--- src/rtl/xreg_pkg.sv ---
// Shared types and constants for the extended register access sequencer.
// Assumes a peripheral exposing 5-bit standard register addresses.
package xreg_pkg;

    typedef enum logic [1:0] {
        OP_READ  = 2'b00,
        OP_WRITE = 2'b01,
        OP_SENSE = 2'b10,
        OP_NONE  = 2'b11
    } xreg_op_e;

    typedef enum logic [1:0] {
        K_WR,
        K_RD,
        K_POLL,
        K_END
    } step_kind_e;

    typedef enum logic [1:0] {
        S_IDLE,
        S_ISSUE,
        S_WAIT,
        S_GAP
    } seq_state_e;

    typedef struct packed {
        step_kind_e  kind;
        logic [4:0]  addr;
        logic [7:0]  data;
    } step_t;

    localparam int IDX_W = 4;

    localparam logic [4:0] A_VALUE  = 5'h1B;
    localparam logic [4:0] A_HI     = 5'h1C;
    localparam logic [4:0] A_LO     = 5'h1D;
    localparam logic [4:0] A_CTRL   = 5'h1E;
    localparam logic [4:0] A_STATUS = 5'h02;

    localparam logic [7:0] CMD_READ  = 8'h01;
    localparam logic [7:0] CMD_WRITE = 8'h02;
    localparam logic [7:0] KEEP_MASK = 8'h3F;

endpackage

--- src/rtl/xreg_plan.sv ---
// Step generator: maps (command, step index) to one downstream access.
// Purely combinational; assumes the index advances one step at a time
// and that the captured byte is valid once its read step has retired.
module xreg_plan
    import xreg_pkg::*;
(
    input  xreg_op_e          op,
    input  logic [IDX_W-1:0]  idx,
    input  logic [15:0]       addr,
    input  logic [7:0]        wdata,
    input  logic [7:0]        cap,
    input  logic [1:0]        level,
    output step_t             step,
    output logic [7:0]        cfg_byte
);

    // New configuration byte: keep low bits, insert attenuation level.
    always_comb cfg_byte = (cap & KEEP_MASK) | {level, 6'b0};

    // Step table per command.
    always_comb begin
        step = '{kind: K_END, addr: 5'h00, data: 8'h00};
        case (op)
            OP_WRITE: begin
                case (idx)
                    4'd0: step = '{kind: K_WR,   addr: A_VALUE, data: wdata};
                    4'd1: step = '{kind: K_WR,   addr: A_HI,    data: addr[15:8]};
                    4'd2: step = '{kind: K_WR,   addr: A_LO,    data: addr[7:0]};
                    4'd3: step = '{kind: K_WR,   addr: A_CTRL,  data: CMD_WRITE};
                    4'd4: step = '{kind: K_POLL, addr: A_CTRL,  data: 8'h00};
                    default: ;
                endcase
            end
            OP_READ, OP_SENSE: begin
                case (idx)
                    4'd0: step = '{kind: K_WR,   addr: A_HI,    data: addr[15:8]};
                    4'd1: step = '{kind: K_WR,   addr: A_LO,    data: addr[7:0]};
                    4'd2: step = '{kind: K_WR,   addr: A_CTRL,  data: CMD_READ};
                    4'd3: step = '{kind: K_POLL, addr: A_CTRL,  data: 8'h00};
                    4'd4: step = '{kind: K_RD,   addr: A_VALUE, data: 8'h00};
                    default: ;
                endcase
                if (op == OP_SENSE) begin
                    case (idx)
                        4'd5:  step = '{kind: K_WR,   addr: A_VALUE,  data: cfg_byte};
                        4'd6:  step = '{kind: K_WR,   addr: A_HI,     data: addr[15:8]};
                        4'd7:  step = '{kind: K_WR,   addr: A_LO,     data: addr[7:0]};
                        4'd8:  step = '{kind: K_WR,   addr: A_CTRL,   data: CMD_WRITE};
                        4'd9:  step = '{kind: K_POLL, addr: A_CTRL,   data: 8'h00};
                        4'd10: step = '{kind: K_WR,   addr: A_STATUS, data: 8'h00};
                        default: ;
                    endcase
                end
            end
            default: ;
        endcase
    end

endmodule

--- src/rtl/xreg_tick.sv ---
// One-shot interval timer: expire pulses CYCLES cycles after start.
// Assumes start is not raised again while the timer is running.
module xreg_tick #(
    parameter int unsigned CYCLES = 1
) (
    input  logic clk,
    input  logic rst_n,
    input  logic start,
    output logic expire
);

    localparam int CW = (CYCLES < 2) ? 1 : $clog2(CYCLES);

    logic          run_q;
    logic [CW-1:0] cnt_q;

    // Countdown from CYCLES-1 to zero while running.
    always_ff @(posedge clk) begin
        if (!rst_n) begin
            run_q <= 1'b0;
            cnt_q <= '0;
        end else if (start) begin
            run_q <= 1'b1;
            cnt_q <= CW'(CYCLES - 1);
        end else if (run_q) begin
            if (cnt_q == '0) run_q <= 1'b0;
            else             cnt_q <= cnt_q - CW'(1);
        end
    end

    // Expiry when the count reaches zero.
    always_comb expire = run_q && (cnt_q == '0);

    assert_tick_bound_R3: assert property (@(posedge clk) disable iff (!rst_n)
        run_q |-> (cnt_q <= CW'(CYCLES - 1)));

endmodule

--- src/rtl/xreg_seq.sv ---
// Extended register access sequencer top.
// Accepts one command while idle, walks the step table onto the downstream
// register port, polls the control register with a timed gap and finishes
// with a done or err pulse. Assumes one outstanding downstream read at most.
module xreg_seq
    import xreg_pkg::*;
#(
    parameter int unsigned CLK_HZ     = 200_000_000,
    parameter int unsigned POLL_US    = 10_000,
    parameter int unsigned POLL_TRIES = 5,
    parameter logic [15:0] CFG_ADDR   = 16'h0187
) (
    input  logic        clk,
    input  logic        rst_n,
    input  logic        req_valid,
    input  logic [1:0]  req_op,
    input  logic [15:0] req_addr,
    input  logic [7:0]  req_wdata,
    input  logic [1:0]  req_level,
    output logic        busy,
    output logic        done,
    output logic        err,
    output logic [7:0]  rdata,
    output logic        reg_valid,
    output logic        reg_we,
    output logic [4:0]  reg_addr,
    output logic [7:0]  reg_wdata,
    input  logic        reg_ready,
    input  logic        reg_rvalid,
    input  logic [7:0]  reg_rdata
);

    localparam longint unsigned POLL_PROD   = (64'(CLK_HZ) * 64'(POLL_US)) / 64'd1_000_000;
    localparam int unsigned     POLL_CYCLES = (POLL_PROD == 0) ? 1 : 32'(POLL_PROD);
    localparam int              TRY_W       = $clog2(POLL_TRIES + 1);

    seq_state_e         state_q;
    xreg_op_e           op_q;
    logic [15:0]        addr_q;
    logic [7:0]         wdata_q;
    logic [1:0]         level_q;
    logic [7:0]         cap_q;
    logic [IDX_W-1:0]   idx_q;
    logic [TRY_W-1:0]   tries_q;
    logic               done_q;
    logic               err_q;
    logic [7:0]         rdata_q;

    step_t              step;
    logic [7:0]         cfg_byte;
    logic               poll_retry;
    logic               gap_over;
    logic [7:0]         result;

    xreg_plan u_plan (
        .op       (op_q),
        .idx      (idx_q),
        .addr     (addr_q),
        .wdata    (wdata_q),
        .cap      (cap_q),
        .level    (level_q),
        .step     (step),
        .cfg_byte (cfg_byte)
    );

    // A nonzero poll with attempts left arms the gap timer.
    always_comb poll_retry = (state_q == S_WAIT) && reg_rvalid && (step.kind == K_POLL)
                             && (reg_rdata != 8'h00)
                             && (tries_q != TRY_W'(POLL_TRIES - 1));

    xreg_tick #(.CYCLES(POLL_CYCLES)) u_tick (
        .clk    (clk),
        .rst_n  (rst_n),
        .start  (poll_retry),
        .expire (gap_over)
    );

    // Result byte reported with done.
    always_comb begin
        case (op_q)
            OP_READ:  result = cap_q;
            OP_SENSE: result = cfg_byte;
            default:  result = 8'h00;
        endcase
    end

    // Main sequencer: accept, issue, await data, wait poll gap.
    always_ff @(posedge clk) begin
        if (!rst_n) begin
            state_q <= S_IDLE;
            op_q    <= OP_NONE;
            addr_q  <= '0;
            wdata_q <= '0;
            level_q <= '0;
            cap_q   <= '0;
            idx_q   <= '0;
            tries_q <= '0;
            done_q  <= 1'b0;
            err_q   <= 1'b0;
            rdata_q <= '0;
        end else begin
            done_q  <= 1'b0;
            err_q   <= 1'b0;
            rdata_q <= '0;
            case (state_q)
                S_IDLE: begin
                    if (req_valid && (xreg_op_e'(req_op) != OP_NONE)) begin
                        op_q    <= xreg_op_e'(req_op);
                        addr_q  <= (xreg_op_e'(req_op) == OP_SENSE) ? CFG_ADDR : req_addr;
                        wdata_q <= req_wdata;
                        level_q <= req_level;
                        idx_q   <= '0;
                        tries_q <= '0;
                        state_q <= S_ISSUE;
                    end
                end
                S_ISSUE: begin
                    if (step.kind == K_END) begin
                        done_q  <= 1'b1;
                        rdata_q <= result;
                        state_q <= S_IDLE;
                    end else if (reg_ready) begin
                        if (step.kind == K_WR) idx_q <= idx_q + IDX_W'(1);
                        else                   state_q <= S_WAIT;
                    end
                end
                S_WAIT: begin
                    if (reg_rvalid) begin
                        if (step.kind == K_RD) begin
                            cap_q   <= reg_rdata;
                            idx_q   <= idx_q + IDX_W'(1);
                            state_q <= S_ISSUE;
                        end else if (reg_rdata == 8'h00) begin
                            idx_q   <= idx_q + IDX_W'(1);
                            tries_q <= '0;
                            state_q <= S_ISSUE;
                        end else if (tries_q == TRY_W'(POLL_TRIES - 1)) begin
                            err_q   <= 1'b1;
                            state_q <= S_IDLE;
                        end else begin
                            tries_q <= tries_q + TRY_W'(1);
                            state_q <= S_GAP;
                        end
                    end
                end
                S_GAP: begin
                    if (gap_over) state_q <= S_ISSUE;
                end
                default: state_q <= S_IDLE;
            endcase
        end
    end

    // Port drive from state and current step.
    always_comb begin
        busy      = (state_q != S_IDLE);
        done      = done_q;
        err       = err_q;
        rdata     = rdata_q;
        reg_valid = (state_q == S_ISSUE) && (step.kind != K_END);
        reg_we    = (step.kind == K_WR);
        reg_addr  = step.addr;
        reg_wdata = step.data;
    end

    assert_hold_request_R9: assert property (@(posedge clk) disable iff (!rst_n)
        (reg_valid && !reg_ready) |=> (reg_valid && $stable(reg_addr)
                                       && $stable(reg_wdata) && $stable(reg_we)));

    assert_pulse_exclusive_R6: assert property (@(posedge clk) disable iff (!rst_n)
        !(done && err));

    assert_pulse_ends_busy_R6: assert property (@(posedge clk) disable iff (!rst_n)
        (done || err) |-> (!busy && $past(busy)));

    assert_ignore_while_busy_R7: assert property (@(posedge clk) disable iff (!rst_n)
        (busy && req_valid) |=> ($stable(addr_q) && $stable(op_q) && $stable(wdata_q)));

    assert_try_limit_R4: assert property (@(posedge clk) disable iff (!rst_n)
        tries_q < TRY_W'(POLL_TRIES));

    assert_access_only_busy_R8: assert property (@(posedge clk) disable iff (!rst_n)
        reg_valid |-> busy);

endmodule

--- config.mk ---
export PLATFORM = sky130hd
export DESIGN_NAME = xreg_seq
export DESIGN_NICKNAME = d
export VERILOG_FILES = /design/src/rtl/xreg_pkg.sv /design/src/rtl/xreg_plan.sv /design/src/rtl/xreg_tick.sv /design/src/rtl/xreg_seq.sv
export SDC_FILE = /design/constraint.sdc
export NUM_CORES = 1
export LEC_CHECK = 0
export BUFFER_PORTS_ARGS = -buffer_cell sky130_fd_sc_hd__buf_2
export CAP_MARGIN = 20
export CORE_AREA = 2 2 88 90
export DETAILED_ROUTE_END_ITERATION = 12
export DIE_AREA = 0 0 90 92
export GPL_TIMING_DRIVEN = 0
export PLACE_DENSITY_LB_ADDON = 0.1
export SLEW_MARGIN = 20
export SYNTH_ARGS = -nofsm -noshare
export SYNTH_HDL_FRONTEND = slang
export SYNTH_SLANG_ARGS = --single-unit
--- constraint.sdc ---
create_clock -name clk -period 5.73 [get_ports clk]
set_input_delay 0.573 -clock clk [delete_from_list [all_inputs] [get_ports clk]]
set_output_delay 0.573 -clock clk [all_outputs]
set_load 0.02 [all_outputs]
==> results of run 1 <==
sequential cells by signal, indices dropped and copies added, names as in the netlist, 3 cells and up:
register	flops
u_tick.cnt_q	21
wdata_q	8
tries_q	3
addr_q	16
idx_q	4
rdata	8
cap_q	8
metal layers:
metal  track usage [%]  vias to the layer above  part of all wire [%]  wire (um)
met5                 0                        -                     0          0
met4              11.2                        0                   2.9        327
met3              5.01                       29                   7.8        890
met2              43.9                      190                    46       5160
met1              38.5                     1975                    44       4960
li1                  -                     2037                     -          -
layout by cell type (no fill, tap or decap), types with 13 or more instances in the layout:
cell type | netlist | routed
dfxtp_1 | 77 | 77
buf_2 | 1 | 67
nand2_1 | 60 | 60
a21oi_1 | 53 | 53
nor2_1 | 39 | 39
clkbuf_1 | 32 | 32
nor3_1 | 25 | 25
nand3_1 | 19 | 19
inv_1 | 19 | 19
xnor2_1 | 16 | 16
ha_1 | 13 | 13
stage by stage:
stage | hold slack, ps | setup WS [ps]
finish | 456 | 2150
global route | 459 | 1980
CTS | 448 | 2200
detailed placement | 450 | 2580
global placement | 448 | 2610
floorplan | 436 | 2740
final cells by class:
class	count	share of cell area [%]
sequential	77	31.6
clock inverter	6	1.34
timing repair buffer	66	6.78
buffer	37	3.11
clock buffer	9	2.54
multi-input combinational	384	50.5
tap	102	2.62
inverter	19	1.46
worst register-to-register path: cells and delay by family, from the launching register on:
family / cells / cell delay (ps)
AOI/OAI and AO/OA: 4 / 950
adders and majority gates: 1 / 280
buffers and inverters: 3 / 700
DFF: 1 / 410
and+or+nand+nor: 1 / 310
where the power goes:
part           switching, W  internal, W
Combinational      0.000215     0.000115
Clock              0.000207     0.000199
Sequential        0.0000269     0.000561
Total              0.000448     0.000875
cells by family (layout without fill, tap and decap cells):
logic type                 count (synthesis)  in the layout  share of synthesized area, %
AOI/OAI and AO/OA                        140            140                          23.9
xor gates and xnor gates                  20             20                          4.15
muxes                                     11             11                          2.61
and+or+nand+nor                          200            200                          23.7
DFF                                       77             77                          36.5
adders and majority gates                 13             13                          3.85
buffers and inverters                     56            137                          5.27
worst min path at each step:
| stage | cells after the start | start | endpoint |
|---|---|---|---|
| floorplan | 2 | wdata_q[0] | wdata_q[0] |
| global placement | 2 | wdata_q[2] | wdata_q[2] |
| detailed placement | 2 | wdata_q[2] | wdata_q[2] |
| CTS | 3 | req_wdata[3] | wdata_q[3] |
| global route | 3 | req_wdata[3] | wdata_q[3] |
| finish | 3 | req_level[0] | level_q[0] |
==> qor.txt, run 1 <==
Post-synth EDFFs: 0
Routability congestion estimate: 0.896
Synth area leader: dfxtp_1
CP top delay family: compound AO/OA/AOI/OAI gates
Initial antenna violation count: 0
CP endpoint kind: output pin
Area Growth Syn to Fin: 15.3%
Multi-input combinational cell area: 0.00246 mm^2
Total Power: 0.00132 W
Top FF cell, synth: dfxtp_1
First-pass iteration count of the detailed router: 5
Start point of the critical path: idx_q[0]
Synthesized area: 0.00423 mm^2
Cell Rows: 32
Initial DRC count: 461
FMAX: 0.280 GHz
Final setup TNS: 0 ps
Syn avg cell area: 8.17 um^2
Fin. Hold Viols: 0
Tmin final: 3580 ps
Slew Limit Fails: 0
TritonCTS clock tree: done
Measured slew at the worst slew-check pin: 665 ps
Via count: 4231
CTS buffer count: 9
Max_cap viols: 0
Async SR Flop Fraction: 0%
All-layer global routing usage: 28.1%
Dpl cells: 685
Synth Register Bits: 77
Largest net degree at the start of global routing: 14
Most common cell in the netlist: dfxtp_1
Final setup viols: 0
Worst IR Drop VDD: 0.137 mV
First-pass GRT wire length: 19000 um
Chip Height: 92 um
Routed WL per cell: 16.2 um
CP Class: flop to output pin
Outcome: finished, final reports clean
Leakage power: 1.94 nW
Total Wirelength: 11300 um
Element type at the critical path start: flop
Cells after Synth: 517
Antenna Nets Post-Route: 0
Clock slew at reported path FFs: 80 ps
Initial core utilization: 56.7%
Max stage delay on crit path: 410 ps
WP depth: 10
Register area: 0.00154 mm^2
Worst R2R Path Depth: 9
Core footprint: 0.00745 mm^2
Clk_lat worst skew: 350 ps
Die width: 90 um
GRT overflow: 0
Post-CTS Resized: 0
Vias/cell: 6.04
HP Class: input port to flop
Pwr dens: 272 mW/mm^2
IO Pins: 67
Clock skew: 9.96 ps
Synth cell count leaders: dfxtp_1 (77), nand2_1 (60), a21oi_1 (53)
Arrival time worst endpoint: 3000 ps
Worst Path Buf+Inv: 4
Sequential fraction of the synthesis area: 36.5%
Port Buffer Count: 66
CP Data Required Time: 5160 ps
Diode count: 0
Crit path to: reg_addr[0]
Top post-synthesis cells by area: dfxtp_1 (36%), a21oi_1 (6.3%), nand2_1 (5.3%)
Fillers: 698
Layout Utilization: 65.4%
Dpl hpwl: 8600 um
Hold Buf Count CTS: 0
CP Cell Sequence: inv_1 > ha_1 > or3_1 > buf_2 > a32o_1 > clkbuf_1 > o21ai_0 > o211ai_1 > o21ai_0 > buf_2
Yosys top cell area share: 36.5%
CTS root buffer: clkbuf_8
Design area: 0.00487 mm^2
Non-Filler Instances: 700
Critical path fanouts, max: 10
Syn nets: 571
Number of global-route vias before repair: 3906
Max-slew headroom: 55.4%
Worst R2R Start: idx_q[0]
H-tree levels: 3
Drt drc: 0
YS warnings: 0
Tcrit/Tclk final: 62.4%
Nets@finish: 648
Max Root-Sink Buffers: 2
Setup bufs post-CTS: 0
Share of layout cells above drive strength 1: 16.4%
Cell Area, Placed: 0.00468 mm^2
Slowest cell on the critical path: dfxtp_1
Clock sink total: 77
Reg2reg end: u_tick.cnt_q[3]
Die area: 0.00828 mm^2
Post-synth cell types: 64
Reg-to-reg setup timing slack: 2950 ps
RSZ-0062 raised after global routing: false
No activity file was read; power rests on OpenSTA's default activity.
==> run 2, diff against run 1 <==
--- a/config.mk
+++ b/config.mk
@@ -7,9 +7,9 @@
 export LEC_CHECK = 0
 export BUFFER_PORTS_ARGS = -buffer_cell sky130_fd_sc_hd__buf_2
 export CAP_MARGIN = 20
-export CORE_AREA = 2 2 88 90
+export CORE_AREA = 2 2 90 92
 export DETAILED_ROUTE_END_ITERATION = 12
-export DIE_AREA = 0 0 90 92
+export DIE_AREA = 0 0 92 94
 export GPL_TIMING_DRIVEN = 0
 export PLACE_DENSITY_LB_ADDON = 0.1
 export SLEW_MARGIN = 20
==> constraint.sdc (replaced) <==
create_clock -name clk -period 3.6 [get_ports clk]
set_input_delay 0.36 -clock clk [delete_from_list [all_inputs] [get_ports clk]]
set_output_delay 0.36 -clock clk [all_outputs]
set_load 0.02 [all_outputs]
==> qor.txt, run 2 (synthesis gave the netlist of run 1 again) <==
Max_cap viols: 0 (unchanged)
Layout Utilization: 63.7% (-1.7 points)
Initial DRC count: 366 (-21%)
Clk_lat worst skew: 340 ps (about the same)
Initial antenna violation count: 0 (unchanged)
Via count: 4252 (+0.50%)
Fin. Hold Viols: 0 (unchanged)
Critical path fanouts, max: 13 (+3)
Clock skew: 11.0 ps (+1.01 ps)
Clock slew at reported path FFs: 80 ps (about the same)
Slew Limit Fails: 0 (unchanged)
HP Class: input port to flop
Largest registers: u_tick.cnt_q (21), addr_q (16)
Clock power frac: 28.7% (-1.9 points)
Chip Height: 94 um (+2.2%)
Post-CTS Resized: 0 (unchanged)
Largest Register: u_tick.cnt_q
Switching share of power: 34.0% (+0.14 points)
Final setup TNS: 0 ps (unchanged)
Worst setup margin: 302 ps (-1850 ps)
RSZ-0062 raised after global routing: false
CP Data Required Time: 3240 ps (-1920 ps)
Measured slew at the worst slew-check pin: 651 ps (-14.5 ps)
Die area: 0.00865 mm^2 (+4.4%)
Sequential power share: 45.7% (+1.3 points)
Logic gate share of total power: 25.6% (+0.6 points)
Largest net degree at the start of global routing: 13 (-1)
Diode count: 0 (unchanged)
Pre-CTS setup slack: 611 ps (-1970 ps)
Leakage power: 1.93 nW (-0.65%)
Drt drc: 0 (unchanged)
Tcrit/Tclk final: 91.6%
Setup bufs post-CTS: 0 (unchanged)
Core footprint: 0.00761 mm^2 (+2.2%)
Reg-to-reg setup timing slack: 660 ps (-2290 ps)
Element type at the critical path start: flop
Port Buffer Count: 66 (unchanged)
Int Pwr: 0.00135 W (+54%)
Hold Buf Count CTS: 0 (unchanged)
All-layer global routing usage: 27.4% (-0.66 points)
CP endpoint kind: output pin
Routability congestion estimate: 0.911 (+1.6%)
Highest-count cells in the layout ignoring fill and taps: dfxtp_1 (77), buf_2 (67), nand2_1 (60), a21oi_1 (53), nor2_1 (39)
TritonCTS clock tree: done
Antenna Nets Post-Route: 0 (unchanged)
Max reg flops: 21 (unchanged)
Routed WL per cell: 16.3 um (+0.36%)
Total Wirelength: 11400 um (+0.36%)
Max Root-Sink Buffers: 2 (unchanged)
Worst IR Drop VDD: 0.240 mV (+75%)
Area Growth Syn to Fin: 14.8%
Commonest non-fill, non-tap cell in the layout: dfxtp_1
Initial core utilization: 55.5% (-1.2 points)
Number of global-route vias before repair: 3931 (+0.64%)
Share of layout cells above drive strength 1: 16.1% (-0.33 points)
Pwr dens: 421 mW/mm^2 (+55%)
Tmin final: 3300 ps
H-tree levels: 3 (unchanged)
GRT overflow: 0 (unchanged)
CTS root buffer: clkbuf_8
CTS buffer count: 9 (unchanged)
Arrival time worst endpoint: 2940 ps (-60 ps)
Nets@finish: 647 (-0.15%)
Sw Pwr: 0.000695 W (+55%)
Cell Rows: 32 (unchanged)
First-pass iteration count of the detailed router: 6 (+1)
Vias/cell: 6.07 (+0.50%)
Clock sink total: 77 (unchanged)
CP Class: flop to output pin
Die width: 92 um (+2.2%)
Final setup viols: 0 (unchanged)
Max-slew headroom: 56.4% (+0.97 points)
Outcome: finished, final reports clean
First-pass GRT wire length: 19000 um (about the same)
FMAX: 0.303 GHz
IO Pins: 67 (unchanged)
Dpl hpwl: 8540 um (-0.75%)
## run 2: worst max-delay path: stages, from the launching register on
cell and delay (ps):
dfxtp_1 420, inv_1 110, ha_1 290, or3_1 320, buf_2 170, a32o_1 440
o21ai_0 240, o211ai_1 110, o21ai_0 260, buf_2 220
## run 2: layout make-up
class,instances,area [um^2]
buffer,36,148
sequential,77,1540
timing repair buffer,66,330
multi-input combinational,384,2460
tap,102,128
clock inverter,3,21.3
inverter,19,71.3
fill,692,2760
clock buffer,13,149
## run 2: power groups by stage
stage | registers, W | clock network [W] | logic, W
after floorplan | 0.000941 | 0 | 0.000369
after global placement | 0.000951 | 0 | 0.000506
after detailed placement | 0.000952 | 0 | 0.000513
after CTS | 0.000932 | 0.000592 | 0.000515
after global routing | 0.000939 | 0.000629 | 0.000575
final | 0.000934 | 0.000585 | 0.000523
## run 2: worst paths after layout
check	startpoint	to	depth (start not counted)
max	idx_q[0]	reg_addr[0]	9
min reg2reg	wdata_q[0]	wdata_q[0]	2
min	req_wdata[3]	wdata_q[3]	3
max reg2reg	idx_q[0]	u_tick.cnt_q[10]	9
## run 2: layer usage
metal  track usage [%]  wire length, um
met5                 0                0
met4              10.6              341
met3              4.57              932
met2              45.3             5150
met1              35.9             4970
## run 2: through the flow
stage	total power, W	hold WS, ps	instances	cell area (um^2)
floorplan	0.00131	436	517	4230
global placement	0.00146	449	685	4680
detailed placement	0.00147	450	685	4680
CTS	0.00204	239	701	4850
global route	0.00214	264	700	4850
finish	0.00204	245	700	4850
==> run 3, diff against run 2 <==
--- a/config.mk
+++ b/config.mk
@@ -5,11 +5,12 @@
 export SDC_FILE = /design/constraint.sdc
 export NUM_CORES = 1
 export LEC_CHECK = 0
+export ABC_AREA = 1
 export BUFFER_PORTS_ARGS = -buffer_cell sky130_fd_sc_hd__buf_2
 export CAP_MARGIN = 20
-export CORE_AREA = 2 2 90 92
+export CORE_AREA = 2 2 78 109
 export DETAILED_ROUTE_END_ITERATION = 12
-export DIE_AREA = 0 0 92 94
+export DIE_AREA = 0 0 80 111
 export GPL_TIMING_DRIVEN = 0
 export PLACE_DENSITY_LB_ADDON = 0.1
 export SLEW_MARGIN = 20
==> qor.txt, run 3 <==
Worst IR Drop VDD: 0.423 mV (+76%)
Largest net degree at the start of global routing: 15 (+2)
Yosys top cell area share: 35.2% (-1.3 points)
Largest registers: u_tick.cnt_q (21), addr_q (16)
Nets@finish: 754 (+17%)
Final Hold Slack: 245 ps (-0.463 ps)
CTS root buffer: clkbuf_16
Slew Limit Fails: 0 (unchanged)
Routability congestion estimate: 0.978 (+7.4%)
GRT overflow: 0 (unchanged)
RSZ-0062 raised after global routing: false
Initial DRC count: 295 (-19%)
Share of layout cells above drive strength 1: 18.0% (+2.0 points)
FMAX: 0.326 GHz (+7.5%)
Post-synthesis mux area share: 0% (-2.6 points)
H-tree levels: 3 (unchanged)
Syn nets: 678 (+19%)
Clock slew at reported path FFs: 60 ps (-20 ps)
Total Wirelength: 12600 um (+11%)
Reg2reg end: cap_q[2]
Top post-synthesis cells by area: dfxtp_1 (35%), nand2_1 (8.8%), inv_1 (7.4%)
Setup bufs post-CTS: 0 (unchanged)
Simple-gate portion of the synthesized area: 28.8% (+5.0 points)
Clock power frac: 25.5% (-3.2 points)
Most common cell in the netlist: nand2_1
Worst Path Buf+Inv: 4 (+1)
Chip Height: 111 um (+18%)
Number of global-route vias before repair: 4316 (+9.8%)
Worst R2R Path Depth: 13 (+4)
Synth Area in Adders: 3.71% (-0.14 points)
Highest-count cells in the layout ignoring fill and taps: nand2_1 (103), inv_1 (86), dfxtp_1 (77), nor2_1 (65), buf_2 (65)
Synth Register Bits: 77 (unchanged)
Dpl hpwl: 9500 um (+11%)
Die width: 80 um (-13%)
Synthesized area: 0.00438 mm^2 (+3.7%)
Max-slew headroom: 44.3% (-12 points)
Routed WL per cell: 15.6 um (-3.9%)
Core footprint: 0.00800 mm^2 (+5.2%)
Switching share of power: 43.1% (+9.1 points)
Int Pwr: 0.00193 W (+43%)
Leakage power: 2.28 nW (+18%)
Max reg flops: 21 (unchanged)
HP Class: input port to flop
Post-synth cell types: 43 (-33%)
Largest family of logic cells by synthesized area: simple AND/OR/NAND/NOR gates
Via count: 4535 (+6.7%)
CP Cell Sequence: ha_1 > inv_1 > nor2_1 > inv_1 > clkbuf_1 > o21ai_0 > o21ai_0 > o211ai_1 > buf_2
Initial core utilization: 54.7% (-0.81 points)
Total Power: 0.00339 W (+66%)
Hold depth: 3 (unchanged)
Reg-to-reg setup timing slack: 1260 ps (+600 ps)
Synth Area in XOR/XNOR: 1.80% (-2.3 points)
Drt drc: 0 (unchanged)
Sw Pwr: 0.00146 W (+110%)
Synth cell count leaders: nand2_1 (103), inv_1 (86), dfxtp_1 (77)
Final setup TNS: 0 ps (unchanged)
Clock sink total: 77 (unchanged)
Area Growth Syn to Fin: 16.9%
Cells after Synth: 624 (+21%)
CP Class: flop to output pin
Async SR Flop Fraction: 0% (unchanged)
Hold Buf Count CTS: 0 (unchanged)
Vias/cell: 5.62 (-7.5%)
First-pass GRT wire length: 19900 um (+4.8%)
Complex-gate fraction of the synthesized area: 19.9% (-4.0 points)
Arrival time worst endpoint: 2710 ps (-230 ps)
Cell Rows: 39 (+22%)
Clock skew: 6.01 ps (-4.96 ps)
Clk_lat worst skew: 350 ps (about the same)
All-layer global routing usage: 28.8% (+1.4 points)
Top FF cell, synth: dfxtp_1
Fin. Hold Viols: 0 (unchanged)
CP Data Required Time: 3240 ps (about the same)
Commonest non-fill, non-tap cell in the layout: nand2_1
TritonCTS clock tree: done
Slowest cell on the critical path: nor2_1
Port Buffer Count: 65 (-1.5%)
Critical path fanouts, max: 10 (-3)
Post-CTS Resized: 0 (unchanged)
Post-synth EDFFs: 0 (unchanged)
Pre-CTS setup slack: 951 ps (+340 ps)
Final setup viols: 0 (unchanged)
Worst R2R Start: idx_q[0]
First-pass iteration count of the detailed router: 5 (-1)
CTS buffer count: 9 (unchanged)
Pwr dens: 662 mW/mm^2 (+57%)
Max Root-Sink Buffers: 2 (unchanged)
Hold path endpoint: level_q[1]
Die area: 0.00888 mm^2 (+2.7%)
Diode count: 0 (unchanged)
Initial antenna violation count: 0 (unchanged)
Worst setup margin: 532 ps (+230 ps)
IO Pins: 67 (unchanged)
Hold_sp: req_level[1]
Logic gate share of total power: 42.9% (+17 points)
YS warnings: 0 (unchanged)
Element type at the critical path start: flop
Outcome: finished, final reports clean
Antenna Nets Post-Route: 0 (unchanged)
Max_cap viols: 0 (unchanged)
Sequential fraction of the synthesis area: 35.2% (-1.3 points)
CP endpoint kind: output pin
Max stage delay on crit path: 560 ps (+120 ps)
CP top delay family: buffers and inverters
Tcrit/Tclk final: 85.2% (-6.4 points)
Largest Register: u_tick.cnt_q
Sequential power share: 31.6% (-14 points)
Synth area leader: dfxtp_1
Tmin final: 3070 ps (-230 ps)
Measured slew at the worst slew-check pin: 832 ps (+181 ps)
Syn avg cell area: 7.02 um^2 (-14%)
run 3: power by group through the flow:
stage	clock network (W)	registers (W)	logic, W
after global routing	0.000916	0.00108	0.00161
final	0.000866	0.00107	0.00145
after CTS	0.000882	0.00107	0.00144
after floorplan	0	0.00107	0.00106
after detailed placement	0	0.00109	0.00143
after global placement	0	0.00108	0.00140
run 3: cell families after synthesis:
family                   after synthesis
AND/OR/NAND/NOR                      260
flip-flops                            77
adder cells (fa/ha/maj)               13
buffers and inverters                115
XOR/XNOR                               9
AO/OA/AOI/OAI                        150
run 3: cell type report:
| cell class | count | area (um^2) |
|---|---|---|
| fillers | 747 | 2880 |
| multi-input cells | 432 | 2370 |
| flip-flops and latches | 77 | 1540 |
| inverters | 95 | 359 |
| repair buffers | 65 | 325 |
| clock buffers | 10 | 239 |
| well taps | 102 | 128 |
| plain buffers | 20 | 105 |
| clock inverters | 6 | 47.5 |
run 3: how the worst max path moves through the flow:
| stage | startpoint | endpoint | slack [ps] | cells past startpoint |
|---|---|---|---|---|
| after floorplan | idx_q[0] | reg_addr[4] | 1160 | 11 |
| after global placement | idx_q[0] | reg_addr[4] | 980 | 12 |
| after detailed placement | idx_q[0] | reg_wdata[1] | 950 | 9 |
| after CTS | idx_q[0] | reg_wdata[1] | 580 | 9 |
| after global routing | idx_q[0] | reg_wdata[1] | 380 | 9 |
| final | idx_q[0] | reg_wdata[1] | 530 | 9 |
run 3: metrics by stage:
step           utilization [%]  cells  cell area (um^2)
2_1_floorplan                -    624              4380
3_3_place_gp              60.4    791              4830
3_5_place_dp              60.4    791              4830
4_1_cts                   64.0    807              5120
5_1_grt                   64.0    807              5120
6_report                  64.0    807              5120
run 3: routing by layer:
| layer | GRT usage (%) | vias to the layer above | wire [um] |
|---|---|---|---|
| met1 | 32.2 | 2096 | 4960 |
| met2 | 52.7 | 162 | 6540 |
| met5 | 0 | - | 0 |
| li1 | - | 2243 | - |
| met3 | 4.07 | 34 | 677 |
| met4 | 12.1 | 0 | 430 |
run 3: worst register-to-register path, stage by stage (launching register included):
cell and delay, ps:
dfxtp_1 420, inv_1 100, ha_1 260, o21ai_1 220, nand3_1 170, nand2_2 260, nand3_4 150, inv_2 100
nand2_4 80, inv_4 90, nand2_4 70, buf_6 150, o21ai_1 130, a21oi_1 50
